<file path="src/rtl/ddr_phy_init_seq_pkg.sv">
package ddr_phy_init_seq_pkg;
  localparam int REG_W   = 32;
  localparam int ADDR_W  = 3;
  localparam int STEP_N  = 8;
  localparam int STEP_IW = $clog2(STEP_N);
  localparam int STAT_W  = 10;
  localparam int CNT_W   = 19;

  localparam logic [ADDR_W-1:0] A_CTRL = 3'd0;
  localparam logic [ADDR_W-1:0] A_STAT = 3'd1;
  localparam logic [ADDR_W-1:0] A_T0   = 3'd2;
  localparam logic [ADDR_W-1:0] A_T1   = 3'd3;
  localparam logic [ADDR_W-1:0] A_T2   = 3'd4;

  localparam int CB_TRIG    = 0;
  localparam int CB_DLLBYP  = 17;
  localparam int CB_CTLINIT = 18;
  localparam int CB_CLR     = 28;
  localparam int CB_LOCKBYP = 29;
  localparam int CB_ZQBYP   = 30;
  localparam int CB_INITBYP = 31;

  localparam logic [REG_W-1:0] CTRL_MASK = 32'hE007_01FF;
  localparam logic [REG_W-1:0] T0_MASK   = 32'h003F_FFFF;
  localparam logic [REG_W-1:0] T12_MASK  = 32'h07FF_FFFF;

  localparam int ST_INIT   = 0;
  localparam int ST_LOCK   = 1;
  localparam int ST_ZQ     = 2;
  localparam int ST_DINIT  = 3;
  localparam int ST_TRN    = 4;
  localparam int ST_GERR   = 5;
  localparam int ST_GIERR  = 6;
  localparam int ST_RVERR  = 8;
  localparam int ST_RVIERR = 9;

  // step indices (step number minus one)
  localparam int IX_SRST  = 0;
  localparam int IX_LOCK  = 1;
  localparam int IX_ZQ    = 2;
  localparam int IX_ITM   = 3;
  localparam int IX_DRST  = 4;
  localparam int IX_DINIT = 5;
  localparam int IX_GATE  = 6;
  localparam int IX_RVAL  = 7;

  typedef enum logic [2:0] {
    SEL_SRST, SEL_LOCK, SEL_ITM, SEL_DI0, SEL_DI1, SEL_DI2, SEL_DI3
  } cntSel_e;

  typedef struct packed {
    logic              cntLoad;
    cntSel_e           cntSel;
    logic              cntDec;
    logic [STAT_W-1:0] statSet;
    logic              trigClr;
  } seqStrobe_t;
endpackage

</file>
<file path="src/rtl/ddr_phy_init_seq_regs.sv">
module ddr_phy_init_seq_regs
  import ddr_phy_init_seq_pkg::*;
(
  input  logic              clk,
  input  logic              rstN,
  input  logic              regWr,
  input  logic [ADDR_W-1:0] regAddr,
  input  logic [REG_W-1:0]  regWdata,
  output logic [REG_W-1:0]  regRdata,
  input  logic              busy,
  input  seqStrobe_t        stb,
  output logic [REG_W-1:0]  ctrlQ,
  output logic              cntLast
);
  logic [REG_W-1:0]  t0Q, t1Q, t2Q;
  logic [STAT_W-1:0] statQ;
  logic [CNT_W-1:0]  cnt, fieldVal, loadVal;
  logic              wrOk, clrStat;

  assign wrOk    = regWr && !busy;
  assign clrStat = wrOk && (regAddr == A_CTRL) && regWdata[CB_CLR];

  always_comb begin
    fieldVal = '0;
    unique case (stb.cntSel)
      SEL_SRST: fieldVal = CNT_W'(t0Q[5:0]);
      SEL_LOCK: fieldVal = CNT_W'(t0Q[17:6]);
      SEL_ITM:  fieldVal = CNT_W'(t0Q[21:18]);
      SEL_DI0:  fieldVal = t1Q[18:0];
      SEL_DI1:  fieldVal = CNT_W'(t1Q[26:19]);
      SEL_DI2:  fieldVal = CNT_W'(t2Q[16:0]);
      SEL_DI3:  fieldVal = CNT_W'(t2Q[26:17]);
      default:  fieldVal = '0;
    endcase
    loadVal = (fieldVal == '0) ? CNT_W'(1) : fieldVal;
  end

  always_ff @(posedge clk or negedge rstN) begin
    if (!rstN) begin
      ctrlQ <= '0;
      t0Q   <= '0;
      t1Q   <= '0;
      t2Q   <= '0;
    end else begin
      if (wrOk) begin
        unique case (regAddr)
          A_CTRL:  ctrlQ <= regWdata & CTRL_MASK;
          A_T0:    t0Q   <= regWdata & T0_MASK;
          A_T1:    t1Q   <= regWdata & T12_MASK;
          A_T2:    t2Q   <= regWdata & T12_MASK;
          default: ;
        endcase
      end
      if (stb.trigClr) ctrlQ[CB_TRIG] <= 1'b0;
    end
  end

  always_ff @(posedge clk or negedge rstN) begin
    if (!rstN) statQ <= '0;
    else       statQ <= (clrStat ? '0 : statQ) | stb.statSet;
  end

  always_ff @(posedge clk or negedge rstN) begin
    if (!rstN)            cnt <= '0;
    else if (stb.cntLoad) cnt <= loadVal;
    else if (stb.cntDec)  cnt <= cnt - 1'b1;
  end

  assign cntLast = (cnt <= CNT_W'(1));

  always_comb begin
    unique case (regAddr)
      A_CTRL:  regRdata = ctrlQ;
      A_STAT:  regRdata = {{(REG_W-STAT_W){1'b0}}, statQ};
      A_T0:    regRdata = t0Q;
      A_T1:    regRdata = t1Q;
      A_T2:    regRdata = t2Q;
      default: regRdata = '0;
    endcase
  end

  assert_cnt_dec_R4: assert property (@(posedge clk) disable iff (!rstN)
    stb.cntDec |-> (cnt > CNT_W'(1)));

  assert_done_flag_R8: assert property (@(posedge clk) disable iff (!rstN)
    $fell(busy) |-> (statQ[ST_INIT] && !ctrlQ[CB_TRIG]));

  assert_no_write_R10: assert property (@(posedge clk) disable iff (!rstN)
    (regWr && busy) |=> ($stable(t0Q) && $stable(t1Q) && $stable(t2Q)));
endmodule

</file>
<file path="src/rtl/ddr_phy_init_seq_ctrl.sv">
module ddr_phy_init_seq_ctrl
  import ddr_phy_init_seq_pkg::*;
(
  input  logic              clk,
  input  logic              rstN,
  input  logic [REG_W-1:0]  ctrlQ,
  input  logic              cntLast,
  input  logic              calDone,
  input  logic              trnDone,
  input  logic              trnErr,
  input  logic              trnIntermit,
  output seqStrobe_t        stb,
  output logic              busy,
  output logic [STEP_N-1:0] stepActive
);
  typedef enum logic [1:0] {S_IDLE, S_NEXT, S_COUNT, S_WAIT} seqState_e;

  seqState_e          state;
  logic [STEP_IW-1:0] curStep, pick;
  logic [1:0]         subPh;
  logic [STEP_N-1:0]  remain;
  logic               trnBad;
  logic               unusedBits;

  assign unusedBits = ^{ctrlQ[16:9], ctrlQ[28:19]};
  assign trnBad     = trnErr || trnIntermit;

  function automatic logic [STEP_N-1:0] runMask(input logic [REG_W-1:0] c);
    logic [STEP_N-1:0] m;
    m = c[STEP_N:1];
    if (c[CB_DLLBYP])  begin m[IX_SRST] = 1'b0; m[IX_LOCK] = 1'b0; end
    if (c[CB_LOCKBYP]) m[IX_LOCK]  = 1'b0;
    if (c[CB_ZQBYP])   m[IX_ZQ]    = 1'b0;
    if (c[CB_CTLINIT]) m[IX_DINIT] = 1'b0;
    if (c[CB_INITBYP]) m = '0;
    return m;
  endfunction

  function automatic logic [STEP_IW-1:0] lowIdx(input logic [STEP_N-1:0] m);
    logic [STEP_IW-1:0] r;
    r = '0;
    for (int i = STEP_N - 1; i >= 0; i--) if (m[i]) r = STEP_IW'(i);
    return r;
  endfunction

  function automatic logic isCounted(input logic [STEP_IW-1:0] ix);
    return !(ix == STEP_IW'(IX_ZQ) || ix == STEP_IW'(IX_GATE) || ix == STEP_IW'(IX_RVAL));
  endfunction

  function automatic cntSel_e firstSel(input logic [STEP_IW-1:0] ix);
    cntSel_e s;
    case (ix)
      STEP_IW'(IX_SRST): s = SEL_SRST;
      STEP_IW'(IX_LOCK): s = SEL_LOCK;
      STEP_IW'(IX_ITM):  s = SEL_ITM;
      STEP_IW'(IX_DRST): s = SEL_DI0;
      default:           s = SEL_DI1;
    endcase
    return s;
  endfunction

  assign pick = lowIdx(remain);

  always_comb begin
    stb = '0;
    unique case (state)
      S_IDLE: if (ctrlQ[CB_TRIG]) begin
        stb.statSet[ST_LOCK] = ctrlQ[CB_LOCKBYP];
        stb.statSet[ST_ZQ]   = ctrlQ[CB_ZQBYP];
      end
      S_NEXT: begin
        if (remain == '0) begin
          stb.statSet[ST_INIT] = 1'b1;
          stb.trigClr          = 1'b1;
        end else if (isCounted(pick)) begin
          stb.cntLoad = 1'b1;
          stb.cntSel  = firstSel(pick);
        end
      end
      S_COUNT: begin
        if (!cntLast) begin
          stb.cntDec = 1'b1;
        end else if (curStep == STEP_IW'(IX_DINIT) && subPh != 2'd2) begin
          stb.cntLoad = 1'b1;
          stb.cntSel  = (subPh == 2'd0) ? SEL_DI2 : SEL_DI3;
        end else begin
          stb.statSet[ST_LOCK]  = (curStep == STEP_IW'(IX_LOCK));
          stb.statSet[ST_DINIT] = (curStep == STEP_IW'(IX_DINIT));
        end
      end
      S_WAIT: begin
        if (curStep == STEP_IW'(IX_ZQ)) begin
          stb.statSet[ST_ZQ] = calDone;
        end else if (trnDone) begin
          stb.statSet[ST_TRN] = 1'b1;
          if (curStep == STEP_IW'(IX_GATE)) begin
            stb.statSet[ST_GERR]  = trnErr;
            stb.statSet[ST_GIERR] = trnIntermit;
          end else begin
            stb.statSet[ST_RVERR]  = trnErr;
            stb.statSet[ST_RVIERR] = trnIntermit;
          end
        end
      end
      default: ;
    endcase
  end

  always_ff @(posedge clk or negedge rstN) begin
    if (!rstN) begin
      state   <= S_IDLE;
      curStep <= '0;
      subPh   <= '0;
      remain  <= '0;
    end else begin
      unique case (state)
        S_IDLE: if (ctrlQ[CB_TRIG]) begin
          remain <= runMask(ctrlQ);
          state  <= S_NEXT;
        end
        S_NEXT: begin
          if (remain == '0) begin
            state <= S_IDLE;
          end else begin
            curStep      <= pick;
            remain[pick] <= 1'b0;
            subPh        <= '0;
            state        <= isCounted(pick) ? S_COUNT : S_WAIT;
          end
        end
        S_COUNT: if (cntLast) begin
          if (curStep == STEP_IW'(IX_DINIT) && subPh != 2'd2) subPh <= subPh + 2'd1;
          else state <= S_NEXT;
        end
        S_WAIT: begin
          if (curStep == STEP_IW'(IX_ZQ)) begin
            if (calDone) state <= S_NEXT;
          end else if (trnDone) begin
            if (trnBad) remain <= '0;
            state <= S_NEXT;
          end
        end
        default: state <= S_IDLE;
      endcase
    end
  end

  assign busy       = (state != S_IDLE) || ctrlQ[CB_TRIG];
  assign stepActive = (state == S_COUNT || state == S_WAIT) ?
                      (STEP_N'(1) << curStep) : '0;

  assert_skip_dll_R6: assert property (@(posedge clk) disable iff (!rstN)
    (busy && ctrlQ[CB_DLLBYP]) |-> (stepActive[IX_LOCK:IX_SRST] == 2'b00));

  assert_skip_all_R6: assert property (@(posedge clk) disable iff (!rstN)
    (busy && ctrlQ[CB_INITBYP]) |-> (stepActive == '0));

  assert_cal_wait_R5: assert property (@(posedge clk) disable iff (!rstN)
    (stepActive[IX_ZQ] && calDone) |=> (stepActive == '0));

  assert_err_halts_R7: assert property (@(posedge clk) disable iff (!rstN)
    (stepActive[IX_GATE] && trnDone && trnErr) |-> ##2 !busy);
endmodule

</file>
<file path="src/rtl/ddr_phy_init_seq.sv">
module ddr_phy_init_seq
  import ddr_phy_init_seq_pkg::*;
(
  input  logic              clk,
  input  logic              rstN,
  input  logic              regWr,
  input  logic [ADDR_W-1:0] regAddr,
  input  logic [REG_W-1:0]  regWdata,
  output logic [REG_W-1:0]  regRdata,
  input  logic              calDone,
  input  logic              trnDone,
  input  logic              trnErr,
  input  logic              trnIntermit,
  output logic              busy,
  output logic [STEP_N-1:0] stepActive
);
  seqStrobe_t       stb;
  logic [REG_W-1:0] ctrlQ;
  logic             cntLast;

  ddr_phy_init_seq_regs u_regs (
    .clk(clk), .rstN(rstN), .regWr(regWr), .regAddr(regAddr),
    .regWdata(regWdata), .regRdata(regRdata), .busy(busy),
    .stb(stb), .ctrlQ(ctrlQ), .cntLast(cntLast)
  );

  ddr_phy_init_seq_ctrl u_ctrl (
    .clk(clk), .rstN(rstN), .ctrlQ(ctrlQ), .cntLast(cntLast),
    .calDone(calDone), .trnDone(trnDone), .trnErr(trnErr),
    .trnIntermit(trnIntermit), .stb(stb), .busy(busy),
    .stepActive(stepActive)
  );
endmodule

</file>
<file path="config.mk">
export PLATFORM = sky130hd
export DESIGN_NAME = ddr_phy_init_seq
export DESIGN_NICKNAME = d
export VERILOG_FILES = /design/src/rtl/ddr_phy_init_seq_pkg.sv /design/src/rtl/ddr_phy_init_seq_regs.sv /design/src/rtl/ddr_phy_init_seq_ctrl.sv /design/src/rtl/ddr_phy_init_seq.sv
export SDC_FILE = /design/constraint.sdc
export NUM_CORES = 1
export LEC_CHECK = 0
export BUFFER_PORTS_ARGS = -buffer_cell sky130_fd_sc_hd__clkbuf_2
export CAP_MARGIN = 20
export CORE_MARGIN = 2
export CORE_UTILIZATION = 64
export DETAILED_ROUTE_END_ITERATION = 7
export PLACE_DENSITY_LB_ADDON = 0.1
export SLEW_MARGIN = 10
export SYNTH_ARGS = -nofsm -noshare
export SYNTH_HDL_FRONTEND = slang
export SYNTH_SLANG_ARGS = --single-unit
</file>
<file path="constraint.sdc">
create_clock -name clk -period 6.15 [get_ports clk]
set_input_delay 0 -clock clk [delete_from_list [all_inputs] [get_ports clk]]
set_output_delay 0 -clock clk [all_outputs]
set_load 0.05 [all_outputs]
</file>
# Word-level counts from Yosys, hierarchy flattened
# Cells that the tools add are included.
dict set report totals {
  reg_bits 135
  output_inout_bits 41
  inputBits 42
  word_cells 160
}
dict set report classes {
  n_reduce_logical 33
  add_sub_neg 2
  magnitude_cmp 3
  muxes 72
  eq_ne 34
  n_bitwise 4
  n_shift 1
}
# op n
set op_table {}
lappend op_table {{$pmux 32 s5} 1}
lappend op_table {{$pmux 19 s7} 1}
lappend op_table {{$mux 19} 3}
lappend op_table {{$mux 8} 7}
lappend op_table {{$mux 2} 20}
lappend op_table {{$mux 3} 11}
lappend op_table {{$eq 3x3->1 const B} 9}
lappend op_table {{$pmux 8 s3} 1}
lappend op_table {{$eq 3x2->1 const B} 7}
lappend op_table {{$le 19x1->1 const B} 1}
lappend op_table {{$logic_not 19->1} 1}
lappend op_table {{$sub 19x1->19 const B} 1}
lappend op_table {{$mux 1} 16}
lappend op_table {{$mux 4} 4}
lappend op_table {{$eq 3x1->1 const B} 4}
lappend op_table {{$ne 2x2->1 const B} 6}
lappend op_table {{$pmux 3 s4} 1}
lappend op_table {{$reduce_and 2->1} 6}
lappend op_table {{$mux 10} 1}
lappend op_table {{$or 10x10->10} 1}
lappend op_table {{$reduce_bool 2->1} 5}
lappend op_table {{$logic_not 3->1} 3}
lappend op_table {{$and 8x8->8} 1}
lappend op_table {{$logic_not 8->1} 1}
lappend op_table {{24 further kinds} 37}

# Depth between registers and ports, before layout
dict set report depth {
  ltp_word 19
  ltp_mapped 12
  mapped_depth_nobuf 10
}

# By module
# From an unflattened synthesis, not the netlist that was laid out.
dict set report hier_totals {
  hier_cells 727
  hier_area_um2 7691.1
}
# module cells_each area_each_um2 seq_area_each_um2 n_inst
set by_module_without_submodules {}
lappend by_module_without_submodules {ddr_phy_init_seq_regs 557 6379.9 3002.9 1}
lappend by_module_without_submodules {ddr_phy_init_seq_ctrl 170 1311.3 375.4 1}

# Worst setup path before layout
# OpenSTA, ideal clock, no wires.
dict set report synth_path {
  kind {register -> register}
  start {reg u_regs.cnt[5]}
  end {reg u_regs.cnt[0]}
  t_arrival_ps 2651
  setup_ps 103
  path_buffers 2
  setup_slack_ps 3396
  required_time_ps 6047
  synth_period_minus_slack_ps 2754
  stages_incl_launch_ff 11
  path_cell_list {dfrtp_1 > nor4_4 > o2111ai_4 > or4_4 > buf_6 > nand2_4 > buf_12 > nor2_4 > a221oi_4 > o2111ai_1 > o41ai_2}
}
dict set report synth_via {
  elab_chain_cells 8
  word_cells_on_any_way 17
  cone_classes {1 x order compare; 6 x eq/ne; 7 x mux; 3 x reduce/logical}
}
# item line_no
set synth_lines {}
lappend synth_lines {{start, declared} ddr_phy_init_seq_regs.sv:17} ;# logic [CNT_W-1:0] cnt, fieldVal, loadVal;
lappend synth_lines {{start signal, assigned} ddr_phy_init_seq_regs.sv:65} ;# else if (stb.cntLoad) cnt <= loadVal;
lappend synth_lines {{start signal, assigned} ddr_phy_init_seq_regs.sv:66} ;# else if (stb.cntDec) cnt <= cnt - 1'b1;
lappend synth_lines {{$le 19x1->1 (*)} ddr_phy_init_seq_regs.sv:69} ;# assign cntLast = (cnt <= CNT_W'(1));
lappend synth_lines {{$mux 4} ddr_phy_init_seq_ctrl.sv:81} ;# if (!cntLast) begin
lappend synth_lines {{$pmux 4 s2} ddr_phy_init_seq_ctrl.sv:66} ;# unique case (state)
lappend synth_lines {{$eq 3x3->1 (tied with other cells)} ddr_phy_init_seq_regs.sv:25} ;# unique case (stb.cntSel)
lappend synth_lines {{$pmux 19 s7} ddr_phy_init_seq_regs.sv:25}
lappend synth_lines {{$logic_not 19->1} ddr_phy_init_seq_regs.sv:35} ;# loadVal = (fieldVal == '0) ? CNT_W'(1) : fieldVal;
lappend synth_lines {{$mux 19} ddr_phy_init_seq_regs.sv:35}
lappend synth_lines {{$mux 19} ddr_phy_init_seq_regs.sv:65}
# Mark *: on every way between the ends. The rest lies on a longest branch, timed or not.
# A chain may end at the register's enable or synchronous reset.

# Worst setup path in the final report
dict set report layout_path {
  start {reg u_ctrl.state[0]}
  end {reg u_regs.cnt[0]}
}
dict set report layout_via {
  elab_chain_cells 7
  word_cells_on_any_way 16
  cone_classes {8 x eq/ne; 5 x mux; 3 x reduce/logical}
}
# item line_no
set layout_lines {}
lappend layout_lines {{start, declared} ddr_phy_init_seq_ctrl.sv:18} ;# seqState_e state;
lappend layout_lines {{start signal, assigned} ddr_phy_init_seq_ctrl.sv:128} ;# state <= isCounted(pick) ? S_COUNT : S_WAIT;
lappend layout_lines {{$eq 2x2->1 / $eq 2x1->1 (equally long branches)} ddr_phy_init_seq_ctrl.sv:66}
lappend layout_lines {{$pmux 4 s2} ddr_phy_init_seq_ctrl.sv:66}
lappend layout_lines {{$eq 3x3->1 (tied with other cells)} ddr_phy_init_seq_regs.sv:25}
lappend layout_lines {{$pmux 19 s7} ddr_phy_init_seq_regs.sv:25}
lappend layout_lines {{$logic_not 19->1} ddr_phy_init_seq_regs.sv:35}
lappend layout_lines {{$mux 19} ddr_phy_init_seq_regs.sv:35}
lappend layout_lines {{$mux 19} ddr_phy_init_seq_regs.sv:65}
# Parallel ways exist; a longest one is shown, timed or not.

==> run summary <==
setup slack, reg-to-reg: 2320 ps
final hold violations: 0
Commonest cells post-synth: dfrtp_1 (134), mux2_2 (98), nand2_1 (56)
first-pass GRT wire length: 36.9 mm
CP Capture Type: register
final period utilization: 0.622
FMAX: 0.261 GHz
Avg WL per Cell: 23.3 µm
Filler cells: 779
WL final: 23.2 mm
root buffer cell: clkbuf_16
Worst Path Required: 6460 ps
Synth Flop Type: dfrtp_1
Rel. slew slack: 0.410
Synth area leader: dfrtp_1
DIE AREA: 0.0128 mm²
largest net degree at the start of global routing: 76
count leader, synth: dfrtp_1
clk_lat worst skew: 430 ps
clk buf depth: 2
post-synthesis sequential area ratio: 0.441
Clock Skews: 8.36 ps
core area: 0.0115 mm²
# port buffers: 79
DP HPWL: 16.1 mm
worst-path cell chain: inv_1, ha_1, and3b_1, nand2_1, nor3_1, buf_2, o41ai_1, buf_4, a22o_1, nor3_1, nand4_1, o41ai_2
failing checks: DRC
RSZ-0062 raised after global routing: false
Yosys reg bits: 134
FP Rows: 39
via count of the first global-routing pass: 6,668
HP Class: primary input to register
CTS Buf Count: 17
Syn Area/Cell: 10.2 µm²
status: finished, violations left
Arr. time, crit path: 4140 ps
# diodes: 0
fin. max-slew vios: 0
Crit Path Category: register to register
Setup-failing EPs final: 0
total power: 4890 µW
GRT Total Usage: 0.379
clock slew at reported path FFs: 60 ps
Top Ports: 83
vias per inst: 6.82
TritonCTS clock tree: yes
antenna violations before repair: 0
critical-path maximum fanout: 13
Worst Setup Start Kind: register
Die Height: 113 µm
gpl congestion: 0.933
GRT overflow: 0
Cell Area, Synth: 0.00760 mm²
Netlist cell types: 72
vias: 6,797
Final min period: 3830 ps
DRC errors left: 4
DR iter-0 viols: 773
power per cell area: 542 mW/mm²
Crit path top cell by count: nor3_1
Max-cap violations: 0
DR pass1 iterations: 8
Total Nets Final: 891
asr flop ratio synth: 1.00
post-route ant nets: 0
area grow syn2layout: 18.7%
Starting Density: 0.660
Setup TNS: 0 ps
crit path max-delay cell type: nor3_1
Leak: 0.00399 µW
Worst-Margin Slew: 884 ps
Max stage delay on crit path: 520 ps
post-CTS setup buffers: 0
VDD IR max: 0.334 mV
clock sink total: 134
layout cells sized above 1: 0.273
Synth area leaders: dfrtp_1 (44%), mux2_2 (15%), o21ai_0 (3.5%)
Cells after Synth: 743
H-tree depth: 4
DIE WIDTH: 113 µm
EDFF count, synth: 0
Yosys top cell area share: 0.441
number of synthesis warnings: 0
==> worst max-delay path, delay by kind of cell (launching register included) <==
family / cells / cell delay, ps
and+or+nand+nor: 5 / 1570
AOI/OAI and AO/OA: 3 / 680
adders and majority gates: 1 / 480
DFF: 1 / 400
buffers and inverters: 3 / 590
==> layout make-up <==
cell class	count	area [µm²]	area share
sequential	134	3350	0.372
timing repair buffer	121	802	0.0889
multi-input combinational	548	4000	0.443
inverter	19	71.3	0.00790
clock buffer	20	467	0.0517
clock inverter	11	150	0.0166
tap	143	179	0.0198
==> power by group <==
part / total (µW) / internal [µW] / leakage (µW) / switching (µW)
Sequential: 1750 / 1270 / 0.00170 / 475
Combinational: 2080 / 832 / 0.00200 / 1250
Clock: 1060 / 667 / 0.000286 / 389
Total: 4890 / 2770 / 0.00399 / 2110
==> layout by cell type (no fill, tap or decap), types with 5 or more instances in the layout <==
master	n
a21o_1	5
a21oi_1	28
a221oi_1	5
a22o_1	17
a22oi_1	20
a2bb2oi_1	10
a31oi_1	10
and2_1	6
buf_4	6
clkbuf_16	17
clkbuf_2	78
clkinvlp_4	5
dfrtp_1	134
dlygate4sd3_1	35
ha_1	8
inv_1	18
mux2_2	98
mux2i_1	24
nand2_1	56
nand2b_1	5
nand3_1	25
nand4_1	10
nor2_1	38
nor2b_1	11
nor3_1	17
nor4_1	6
o21a_1	5
o21ai_0	53
o22ai_1	10
or2_2	5
or3_1	6
xnor2_1	5
==> state kept, by name, summed over array words and instances (netlist names) <==
register	count
u_ctrl.remain	8
u_regs.t2Q	27
u_regs.t0Q	22
u_ctrl.curStep	3
u_regs.ctrlQ	15
u_ctrl.state	2
u_regs.statQ	9
u_regs.t1Q	27
u_ctrl.subPh	2
u_regs.cnt	19
==> logic make-up after synthesis <==
group	synth area share
buffers and inverters	0.0350
xor gates and xnor gates	0.00691
adders and majority gates	0.0132
and+or+nand+nor	0.145
AOI/OAI and AO/OA	0.182
muxes	0.177
DFF	0.441
other	0.000493
==> path summary, 6_finish.rpt <==
kind                                    end  cells after the start        startpoint
setup / recovery              u_regs.cnt[0]                     12   u_ctrl.state[0]
hold / removal              u_regs.ctrlQ[0]                      5             regWr
max in group asynchronous  u_regs.ctrlQ[17]                      3              rstN
min in group asynchronous   u_ctrl.state[0]                      2              rstN
hold reg to reg            u_regs.ctrlQ[16]                      1  u_regs.ctrlQ[16]
setup reg to reg              u_regs.cnt[0]                     12   u_ctrl.state[0]
==> metal layers <==
metal  vias up  track usage  share of wire
met4         0        0.133          0.030
met5         -            0              0
met1      3369        0.525           0.42
met2       381        0.599           0.47
met3        68       0.0793          0.085
li1       2979            -              -
==> timing repair <==
item | CTS | global route
resized for setup | 0 | 0
endpoints found under the hold margin | 171 | 0
hold buffers | 35 | 0
==> through the flow <==
step                setup WS [ps]  instance area, µm²  hold WS (ps)  std cells   util
finish                       2320                9020          97.7        996  0.783
global route                 2120                9020           153        996  0.783
CTS                          2400                9020          87.1        996  0.783
detailed placement           2430                8060          57.2        930  0.699
global placement             2280                8050          50.1        929  0.699
floorplan                    3400                7610          -296        744      -
(Power assumes the default switching activity.)
